<file path="src/rtl/ies_pkg.sv">
package ies_pkg;

  typedef enum logic [2:0] {
    ST_IDLE     = 3'd0,
    ST_SAVE     = 3'd1,
    ST_CAPTURE  = 3'd2,
    ST_SHADOW   = 3'd3,
    ST_REDIRECT = 3'd4
  } ies_state_e;

  localparam int SHADOW_N = 7;
  localparam int SH_IDX_W = $clog2(SHADOW_N);
  localparam int GR_AW    = 5;

  // Slot k copies general register: 1 for slot 0, then pairs 8/9, 16/17, 24/25
  function automatic logic [GR_AW-1:0] shadow_src(input logic [SH_IDX_W-1:0] k);
    logic [GR_AW-1:0] r;
    logic [GR_AW-1:0] kp1;
    kp1 = GR_AW'(k) + GR_AW'(1);
    if (k == '0) r = GR_AW'(1);
    else         r = {kp1[2:1], 3'b000} | {4'b0000, kp1[0]};
    return r;
  endfunction

endpackage

</file>
<file path="src/rtl/ies_ctrl.sv">
module ies_ctrl
  import ies_pkg::*;
(
  input  logic                clk,
  input  logic                rst_n,
  input  logic                start_i,
  input  logic                q_i,
  input  logic                cap_i,
  input  logic                mem_valid_i,
  output logic                accept_o,
  output ies_state_e          state_o,
  output logic [SH_IDX_W-1:0] sh_idx_o
);

  ies_state_e          state_q, state_d;
  logic [SH_IDX_W-1:0] idx_q, idx_d;

  always_comb begin
    state_d  = state_q;
    idx_d    = idx_q;
    accept_o = 1'b0;
    case (state_q)
      ST_IDLE: begin
        if (start_i) begin
          accept_o = 1'b1;
          state_d  = ST_SAVE;
        end
      end
      ST_SAVE: begin
        idx_d = '0;
        if (!q_i)      state_d = ST_REDIRECT;
        else if (cap_i) state_d = ST_CAPTURE;
        else           state_d = ST_SHADOW;
      end
      ST_CAPTURE: begin
        if (mem_valid_i) state_d = ST_SHADOW;
      end
      ST_SHADOW: begin
        if (idx_q == SH_IDX_W'(SHADOW_N - 1)) state_d = ST_REDIRECT;
        else                                  idx_d   = idx_q + SH_IDX_W'(1);
      end
      ST_REDIRECT: state_d = ST_IDLE;
      default:     state_d = ST_IDLE;
    endcase
  end

  always_ff @(posedge clk or negedge rst_n) begin
    if (!rst_n) begin
      state_q <= ST_IDLE;
      idx_q   <= '0;
    end else begin
      state_q <= state_d;
      idx_q   <= idx_d;
    end
  end

  assign state_o  = state_q;
  assign sh_idx_o = idx_q;

  AST_SHADOW_STEP: assert property (@(posedge clk) disable iff (!rst_n)
    (state_q == ST_SHADOW && idx_q != '0) |->
      ($past(state_q) == ST_SHADOW && $past(idx_q) == idx_q - SH_IDX_W'(1)));

endmodule

</file>
<file path="src/rtl/ies_ctx.sv">
module ies_ctx #(
  parameter int                    XLEN      = 32,
  parameter int                    VEC_W     = 5,
  parameter int                    Q_BIT     = 3,
  parameter int                    M_BIT     = 4,
  parameter int                    W_BIT     = 28,
  parameter bit                    WIDE      = 1'b1,
  parameter int                    VEC_HPMC  = 1,
  parameter logic [(1<<VEC_W)-1:0] CAP_MASK  = '0
) (
  input  logic             clk,
  input  logic             rst_n,
  input  logic             accept_i,
  input  logic             busy_i,
  input  logic [VEC_W-1:0] vec_i,
  input  logic [XLEN-1:0]  psw_i,
  input  logic [XLEN-1:0]  off_f_i,
  input  logic [XLEN-1:0]  off_b_i,
  input  logic [XLEN-1:0]  sp_f_i,
  input  logic [XLEN-1:0]  sp_b_i,
  input  logic [XLEN-1:0]  base_i,
  output logic [XLEN-1:0]  psw_q_o,
  output logic [XLEN-1:0]  off_f_q_o,
  output logic [XLEN-1:0]  off_b_q_o,
  output logic [XLEN-1:0]  sp_f_q_o,
  output logic [XLEN-1:0]  sp_b_q_o,
  output logic [XLEN-1:0]  new_psw_o,
  output logic [XLEN-1:0]  tgt_f_o,
  output logic [XLEN-1:0]  tgt_b_o,
  output logic             q_o,
  output logic             cap_o
);

  localparam int VEC_SHIFT = 5;  // 32-byte handler spacing

  logic [VEC_W-1:0] vec_q;
  logic [XLEN-1:0]  base_q;

  always_ff @(posedge clk or negedge rst_n) begin
    if (!rst_n) begin
      vec_q     <= '0;
      psw_q_o   <= '0;
      off_f_q_o <= '0;
      off_b_q_o <= '0;
      sp_f_q_o  <= '0;
      sp_b_q_o  <= '0;
      base_q    <= '0;
    end else if (accept_i) begin
      vec_q     <= vec_i;
      psw_q_o   <= psw_i;
      off_f_q_o <= off_f_i;
      off_b_q_o <= off_b_i;
      sp_f_q_o  <= sp_f_i;
      sp_b_q_o  <= sp_b_i;
      base_q    <= base_i;
    end
  end

  always_comb begin
    new_psw_o = '0;
    new_psw_o[W_BIT] = WIDE;
    if (vec_q == VEC_W'(VEC_HPMC)) new_psw_o[M_BIT] = 1'b1;
  end

  assign tgt_f_o = base_q + (XLEN'(vec_q) << VEC_SHIFT);
  assign tgt_b_o = tgt_f_o + XLEN'(4);
  assign q_o     = psw_q_o[Q_BIT];
  assign cap_o   = CAP_MASK[vec_q];

  AST_CTX_HELD: assert property (@(posedge clk) disable iff (!rst_n)
    busy_i |=> ($stable(vec_q) && $stable(off_f_q_o) && $stable(base_q)));

endmodule

</file>
<file path="src/rtl/intr_entry_seq.sv">
module intr_entry_seq
  import ies_pkg::*;
#(
  parameter int                    XLEN     = 32,
  parameter int                    VEC_W    = 5,
  parameter int                    I_BIT    = 0,
  parameter int                    Q_BIT    = 3,
  parameter int                    M_BIT    = 4,
  parameter int                    W_BIT    = 28,
  parameter bit                    WIDE     = 1'b1,
  parameter int                    VEC_HPMC = 1,
  parameter int                    VEC_EXT  = 4,
  parameter logic [(1<<VEC_W)-1:0] CAP_MASK = 32'h1C7F_F000
) (
  input  logic               clk,
  input  logic               rst_n,
  input  logic               req_i,
  input  logic [VEC_W-1:0]   vec_i,
  input  logic               ext_irq_i,
  input  logic [XLEN-1:0]    psw_i,
  input  logic [XLEN-1:0]    iaoq_f_i,
  input  logic [XLEN-1:0]    iaoq_b_i,
  input  logic [XLEN-1:0]    iasq_f_i,
  input  logic [XLEN-1:0]    iasq_b_i,
  input  logic [XLEN-1:0]    iva_i,
  input  logic [XLEN-1:0]    gr_data_i,
  input  logic               imem_valid_i,
  input  logic               imem_fail_i,
  input  logic [XLEN-1:0]    imem_data_i,
  output logic               sav_psw_we_o,
  output logic [XLEN-1:0]    sav_psw_o,
  output logic               psw_we_o,
  output logic [XLEN-1:0]    psw_o,
  output logic               iq_we_o,
  output logic [XLEN-1:0]    sav_sp_f_o,
  output logic [XLEN-1:0]    sav_off_f_o,
  output logic [XLEN-1:0]    sav_sp_b_o,
  output logic [XLEN-1:0]    sav_off_b_o,
  output logic               imem_req_o,
  output logic [XLEN-1:0]    imem_addr_o,
  output logic               iir_we_o,
  output logic [XLEN-1:0]    iir_o,
  output logic [GR_AW-1:0]   gr_addr_o,
  output logic               shadow_we_o,
  output logic [SH_IDX_W-1:0] shadow_idx_o,
  output logic [XLEN-1:0]    shadow_data_o,
  output logic               redir_o,
  output logic [XLEN-1:0]    fetch_off_f_o,
  output logic [XLEN-1:0]    fetch_off_b_o,
  output logic [XLEN-1:0]    fetch_sp_f_o,
  output logic [XLEN-1:0]    fetch_sp_b_o,
  output logic               done_o
);

  ies_state_e          state;
  logic [SH_IDX_W-1:0] sh_idx;
  logic                accept, q_old, cap_cls, start;
  logic [VEC_W-1:0]    eff_vec;
  logic [XLEN-1:0]     psw_old, off_f_q, off_b_q, sp_f_q, sp_b_q;
  logic [XLEN-1:0]     new_psw, tgt_f, tgt_b;

  // Explicit request outranks a maskable external interrupt
  assign start   = req_i | (ext_irq_i & psw_i[I_BIT]);
  assign eff_vec = req_i ? vec_i : VEC_W'(VEC_EXT);

  ies_ctrl u_ctrl (
    .clk         (clk),
    .rst_n       (rst_n),
    .start_i     (start),
    .q_i         (q_old),
    .cap_i       (cap_cls),
    .mem_valid_i (imem_valid_i),
    .accept_o    (accept),
    .state_o     (state),
    .sh_idx_o    (sh_idx)
  );

  ies_ctx #(
    .XLEN     (XLEN),
    .VEC_W    (VEC_W),
    .Q_BIT    (Q_BIT),
    .M_BIT    (M_BIT),
    .W_BIT    (W_BIT),
    .WIDE     (WIDE),
    .VEC_HPMC (VEC_HPMC),
    .CAP_MASK (CAP_MASK)
  ) u_ctx (
    .clk       (clk),
    .rst_n     (rst_n),
    .accept_i  (accept),
    .busy_i    (state != ST_IDLE),
    .vec_i     (eff_vec),
    .psw_i     (psw_i),
    .off_f_i   (iaoq_f_i),
    .off_b_i   (iaoq_b_i),
    .sp_f_i    (iasq_f_i),
    .sp_b_i    (iasq_b_i),
    .base_i    (iva_i),
    .psw_q_o   (psw_old),
    .off_f_q_o (off_f_q),
    .off_b_q_o (off_b_q),
    .sp_f_q_o  (sp_f_q),
    .sp_b_q_o  (sp_b_q),
    .new_psw_o (new_psw),
    .tgt_f_o   (tgt_f),
    .tgt_b_o   (tgt_b),
    .q_o       (q_old),
    .cap_o     (cap_cls)
  );

  // Save step
  assign sav_psw_we_o = (state == ST_SAVE);
  assign sav_psw_o    = psw_old;
  assign psw_we_o     = (state == ST_SAVE);
  assign psw_o        = new_psw;
  assign iq_we_o      = (state == ST_SAVE);
  assign sav_sp_f_o   = sp_f_q;
  assign sav_off_f_o  = off_f_q;
  assign sav_sp_b_o   = sp_b_q;
  assign sav_off_b_o  = off_b_q;

  // Instruction capture
  assign imem_req_o  = (state == ST_CAPTURE);
  assign imem_addr_o = {off_f_q[XLEN-1:2], 2'b00};
  assign iir_we_o    = (state == ST_CAPTURE) && imem_valid_i;
  assign iir_o       = imem_fail_i ? '0 : imem_data_i;

  // Shadow copy
  assign gr_addr_o     = shadow_src(sh_idx);
  assign shadow_we_o   = (state == ST_SHADOW);
  assign shadow_idx_o  = sh_idx;
  assign shadow_data_o = gr_data_i;

  // Redirect
  assign redir_o       = (state == ST_REDIRECT);
  assign done_o        = (state == ST_REDIRECT);
  assign fetch_off_f_o = tgt_f;
  assign fetch_off_b_o = tgt_b;
  assign fetch_sp_f_o  = '0;
  assign fetch_sp_b_o  = '0;

  AST_FETCH_ALIGNED: assert property (@(posedge clk) disable iff (!rst_n)
    imem_req_o |-> (imem_addr_o[1:0] == 2'b00));

  AST_FETCH_HELD: assert property (@(posedge clk) disable iff (!rst_n)
    (imem_req_o && !imem_valid_i) |=> (imem_req_o && $stable(imem_addr_o)));

  AST_SHADOW_GATED: assert property (@(posedge clk) disable iff (!rst_n)
    (shadow_we_o || iir_we_o) |-> sav_psw_o[Q_BIT]);

  AST_DONE_PULSE: assert property (@(posedge clk) disable iff (!rst_n)
    done_o |=> !done_o);

  AST_SAVE_ONCE: assert property (@(posedge clk) disable iff (!rst_n)
    psw_we_o |=> (!psw_we_o && !sav_psw_we_o));

endmodule

</file>
<file path="config.mk">
export PLATFORM = sky130hd
export DESIGN_NAME = intr_entry_seq
export DESIGN_NICKNAME = d
export VERILOG_FILES = /design/src/rtl/ies_pkg.sv /design/src/rtl/ies_ctrl.sv /design/src/rtl/ies_ctx.sv /design/src/rtl/intr_entry_seq.sv
export SDC_FILE = /design/constraint.sdc
export NUM_CORES = 1
export LEC_CHECK = 0
export BUFFER_PORTS_ARGS = -buffer_cell sky130_fd_sc_hd__buf_2
export CAP_MARGIN = 20
export CORE_AREA = 10 10 263 265
export CTS_BUF_LIST = sky130_fd_sc_hd__clkbuf_8
export CTS_CLUSTER_DIAMETER = 50
export DETAILED_ROUTE_END_ITERATION = 8
export DIE_AREA = 0 0 273 275
export GPL_TIMING_DRIVEN = 0
export SLEW_MARGIN = 10
export SYNTH_ARGS = -nofsm -noshare
export SYNTH_HDL_FRONTEND = slang
export SYNTH_SLANG_ARGS = --single-unit
</file>
<file path="constraint.sdc">
create_clock -name clk -period 3.6 [get_ports clk]
set_input_delay 0.18 -clock clk [delete_from_list [all_inputs] [get_ports clk]]
set_output_delay 0.18 -clock clk [all_outputs]
set_load 0.05 [all_outputs]
</file>
==> flow_summary.yaml <==
worst_setup_path:
  crit_buf_inv: 2
  crit_start: "u_ctx.vec_q[0]$_DFFE_PN0P_"
  cp_data_arrival_time_ns: 3.63
  crit_cells: 11
  worstReg2RegEnd: "u_ctx.vec_q[2]$_DFFE_PN0P_"
  cp_top_family: "compound AO/OA/AOI/OAI gates"
  crit_end: "fetch_off_b_o[29]"
  start_kind: "flop"
  reg2reg_slack_ns: 0.32
  crit_chain: "ha_4 -> fa_2 -> a211o_1 -> a21oi_4 -> o221a_4 -> and4_4 -> nand4_1 -> buf_6 -> nor4_4 -> xnor2_2 -> buf_6"
  cp_slowest_cell: "dfrtp_2"
  cp_max_fo: 4
  worstReg2RegStart: "u_ctrl.state_o[0]$_DFFE_PN0P_"
  cpPeakStageDelay_ns: 0.42
  rr_worst_depth: 7
  critical_path_class: "flop to primary output"
  critPathRequiredTime_ns: 3.42
  cp-end-kind: "primary output"
  path_common_cell: "buf_6"
power:
  p_leak_nw: 10.29
  vdd_drop_max_v: 0.0008256
  power.density_nw_per_um2: 1073
  power.total_mw: 20.22
yosys:
  synth_edf_count: 0
  synth.most_common_cell: "nand2_1"
  synth_compound_area_frac: 0.03848
  ys_ff_latch: 203
  postSynth.asyncResetShare: 1.000
  synth-simple-area-share: 0.2936
  yosysWarningCount: 0
  synth.area.top_cells: "dfrtp_1, nand2_1, buf_4, nor2b_1, xnor2_1"
  synth_cells: 1310
  ys_seq_area_frac: 0.4706
  ys_dominant_reg_cell: "dfrtp_1"
  synth_mux_area_frac: 0.001970
  synth_fa_ha_area_frac: 0.01229
  synth-xor-area-share: 0.03570
  avgSynthCellArea_um2: 8.241
  syn_area_um2: 10800
  synth_top_family_by_area: "simple AND/OR/NAND/NOR gates"
  yosys.area.top_type_share: 0.4706
  synth_cell_types: 55
  yosysTopAreaCell: "dfrtp_1"
  synth_commonest_cells: "nand2_1, dfrtp_1, buf_4"
timing:
  tightest_slew_ns: 1.033
  slew_violations: 0
  post-route-min-period_ns: 3.814
  skew_ns: 0.01246
  rsz0062_at_grt: "yes"
  hold_viol: 0
  relSlewSlack: 0.3113
  fin_ws_ns: -0.2142
  period_share: 1.059
  clock.fmax_mhz: 262.2
  setup_viol: 12
grt:
  grtUsageTotal: 0.1380
  antenna_found_initial: 9
  grt_max_degree: 101
  overflow: 0
  grt_first_pass_wirelength_um: 80260
  grt_pass1_vias: 12740
die:
  start_util: 0.1690
  die_h_um: 275
  core_um2: 63880
  rows: 93
  pin_count: 699
  die_w_um: 273
  dieArea_um2: 75080
route:
  first_pass_iters: 7
  vias: 11900
  vias_per_cell: 3.809
  ant_nets: 0
  drcViolationCount: 0
  routedWlPerCell_um: 17.64
  drt-initial-drc-count: 591
  routed_wl_um: 55120
hold_path:
  min_path_cells: 4
  hp-class: "primary input to flop"
layout:
  drive_above_1_share: 0.4009
  area_growth_syn_to_layout_pct: 74.53
  num-nets-final: 2519
  final_core_util: 0.2949
  diodes: 0
clock_network:
  insertion_delay_ns: 0.57
  clk_path_buf_depth: 3
  clk_pin_slew_ns: 0.05
  h-tree-depth: 2
  cts_root_buf: "clkbuf_8"
  cts_buffers: 43
  cts_tree: "done"
  cts.sinks: 203
placed_design:
  port_buffers: 567
  place.gp.congestion: 0.8850
  dpl.hpwl_um: 43090
outcome:
  status: "complete, but fails checks"
  violations: "negative setup slack"
job:
  drv_cap: 0
-- worst min-delay path, stage by stage --
cell	delay, ns
buf_2	0.10
a21oi_1	0.07
o22a_1	0.17
o21ai_0	0.13
-- final cells by class --
cell class	instances	area, um^2
Clock buffer	52	715.7
Inverter	12	45.04
Buffer	231	1558
Fill cell	6649	45040
Multi-Input combinational cell	959	5017
Timing Repair Buffer	792	5191
Tap cell	855	1070
Clock inverter	21	153.9
Sequential cell	203	5090
-- state kept, by name, indices dropped and copies added (netlist names) --
register and flops:
u_ctx.off_b_q_o 32, u_ctx.vec_q 5, u_ctx.sp_f_q_o 32, u_ctx.psw_q_o 32
u_ctx.sp_b_q_o 32, u_ctrl.state_o 3, u_ctx.base_q 32, u_ctx.off_f_q_o 32
u_ctrl.sh_idx_o 3
-- layout by cell type, fill, tap and decap left out, types with 7 or more instances in the layout --
cell	n
xor2_1	10
and2_1	9
nand3_1	13
buf_2	548
xnor2_2	11
dfrtp_1	195
buf_4	199
clkbuf_1	47
nor2b_1	36
and3_1	7
a21oi_1	8
nand4_1	12
buf_6	17
o21ai_0	13
nand2_1	593
conb_1	99
inv_1	23
nor2_1	14
clkbuf_8	52
dfrtp_2	8
xnor2_1	13
dlygate4sd3_1	201
-- per-layer routing --
| metal | GRT usage | vias up | part of all wire |
|---|---|---|---|
| li1 | - | 5715 | - |
| met3 | 0.05149 | 100 | 0.095 |
| met2 | 0.2379 | 587 | 0.50 |
| met5 | 0 | - | 0.0014 |
| met1 | 0.1531 | 5490 | 0.37 |
| met4 | 0.05176 | 12 | 0.033 |
-- how the worst min path moves through the flow --
stage / to / from
2_1_floorplan: u_ctrl.sh_idx_o[0]$_DFFE_PN0P_ / rst_n
4_1_cts: u_ctrl.state_o[0]$_DFFE_PN0P_ / imem_valid_i
5_1_grt: u_ctrl.state_o[0]$_DFFE_PN0P_ / imem_valid_i
3_5_place_dp: u_ctx.off_b_q_o[19]$_DFFE_PN0P_ / rst_n
6_report: u_ctrl.state_o[0]$_DFFE_PN0P_ / imem_valid_i
3_3_place_gp: u_ctx.off_b_q_o[4]$_DFFE_PN0P_ / iaoq_b_i[4]
-- where the power goes --
part | total (mW) | leakage (nW) | internal, mW | switching, mW
registers | 4.27 | 2.50 | 3.41 | 0.866
clock network | 2.56 | 0.491 | 1.45 | 1.11
logic | 13.4 | 7.30 | 3.38 | 10.0
-- per-stage QoR --
step	setup slack (ns)	hold slack [ns]	cells	setup TNS, ns	area, um^2
finish	-0.2142	0.1069	3125	-1.531	18840
global route	-0.3743	0.07467	3125	-3.606	18840
CTS	-0.3095	0.03412	3120	-2.938	18670
detailed placement	-0.3529	0.01263	2831	-2.173	15380
global placement	-1.545	0.3704	2829	-304.76	15320
floorplan	-0.08504	-0.1156	1407	-0.2118	11410
-- logic make-up after synthesis --
| family | Yosys count |
|---|---|
| adders and majority gates | 10 |
| buffers and inverters | 245 |
| other | 2 |
| and+or+nand+nor | 743 |
| xor gates and xnor gates | 44 |
| DFF | 203 |
| AOI/OAI and AO/OA | 61 |
| muxes | 2 |
-- repair_timing --
| item | CTS | global route |
|---|---|---|
| pin swaps | 24 | 19 |
| resized for setup | 77 | 35 |
| hold endpoints to repair | 400 | 0 |
| hold buffers | 201 | 0 |
| setup endpoints to repair | 31 | 30 |
| buffers inserted | 16 | 6 |
(Power assumes the default switching activity.)
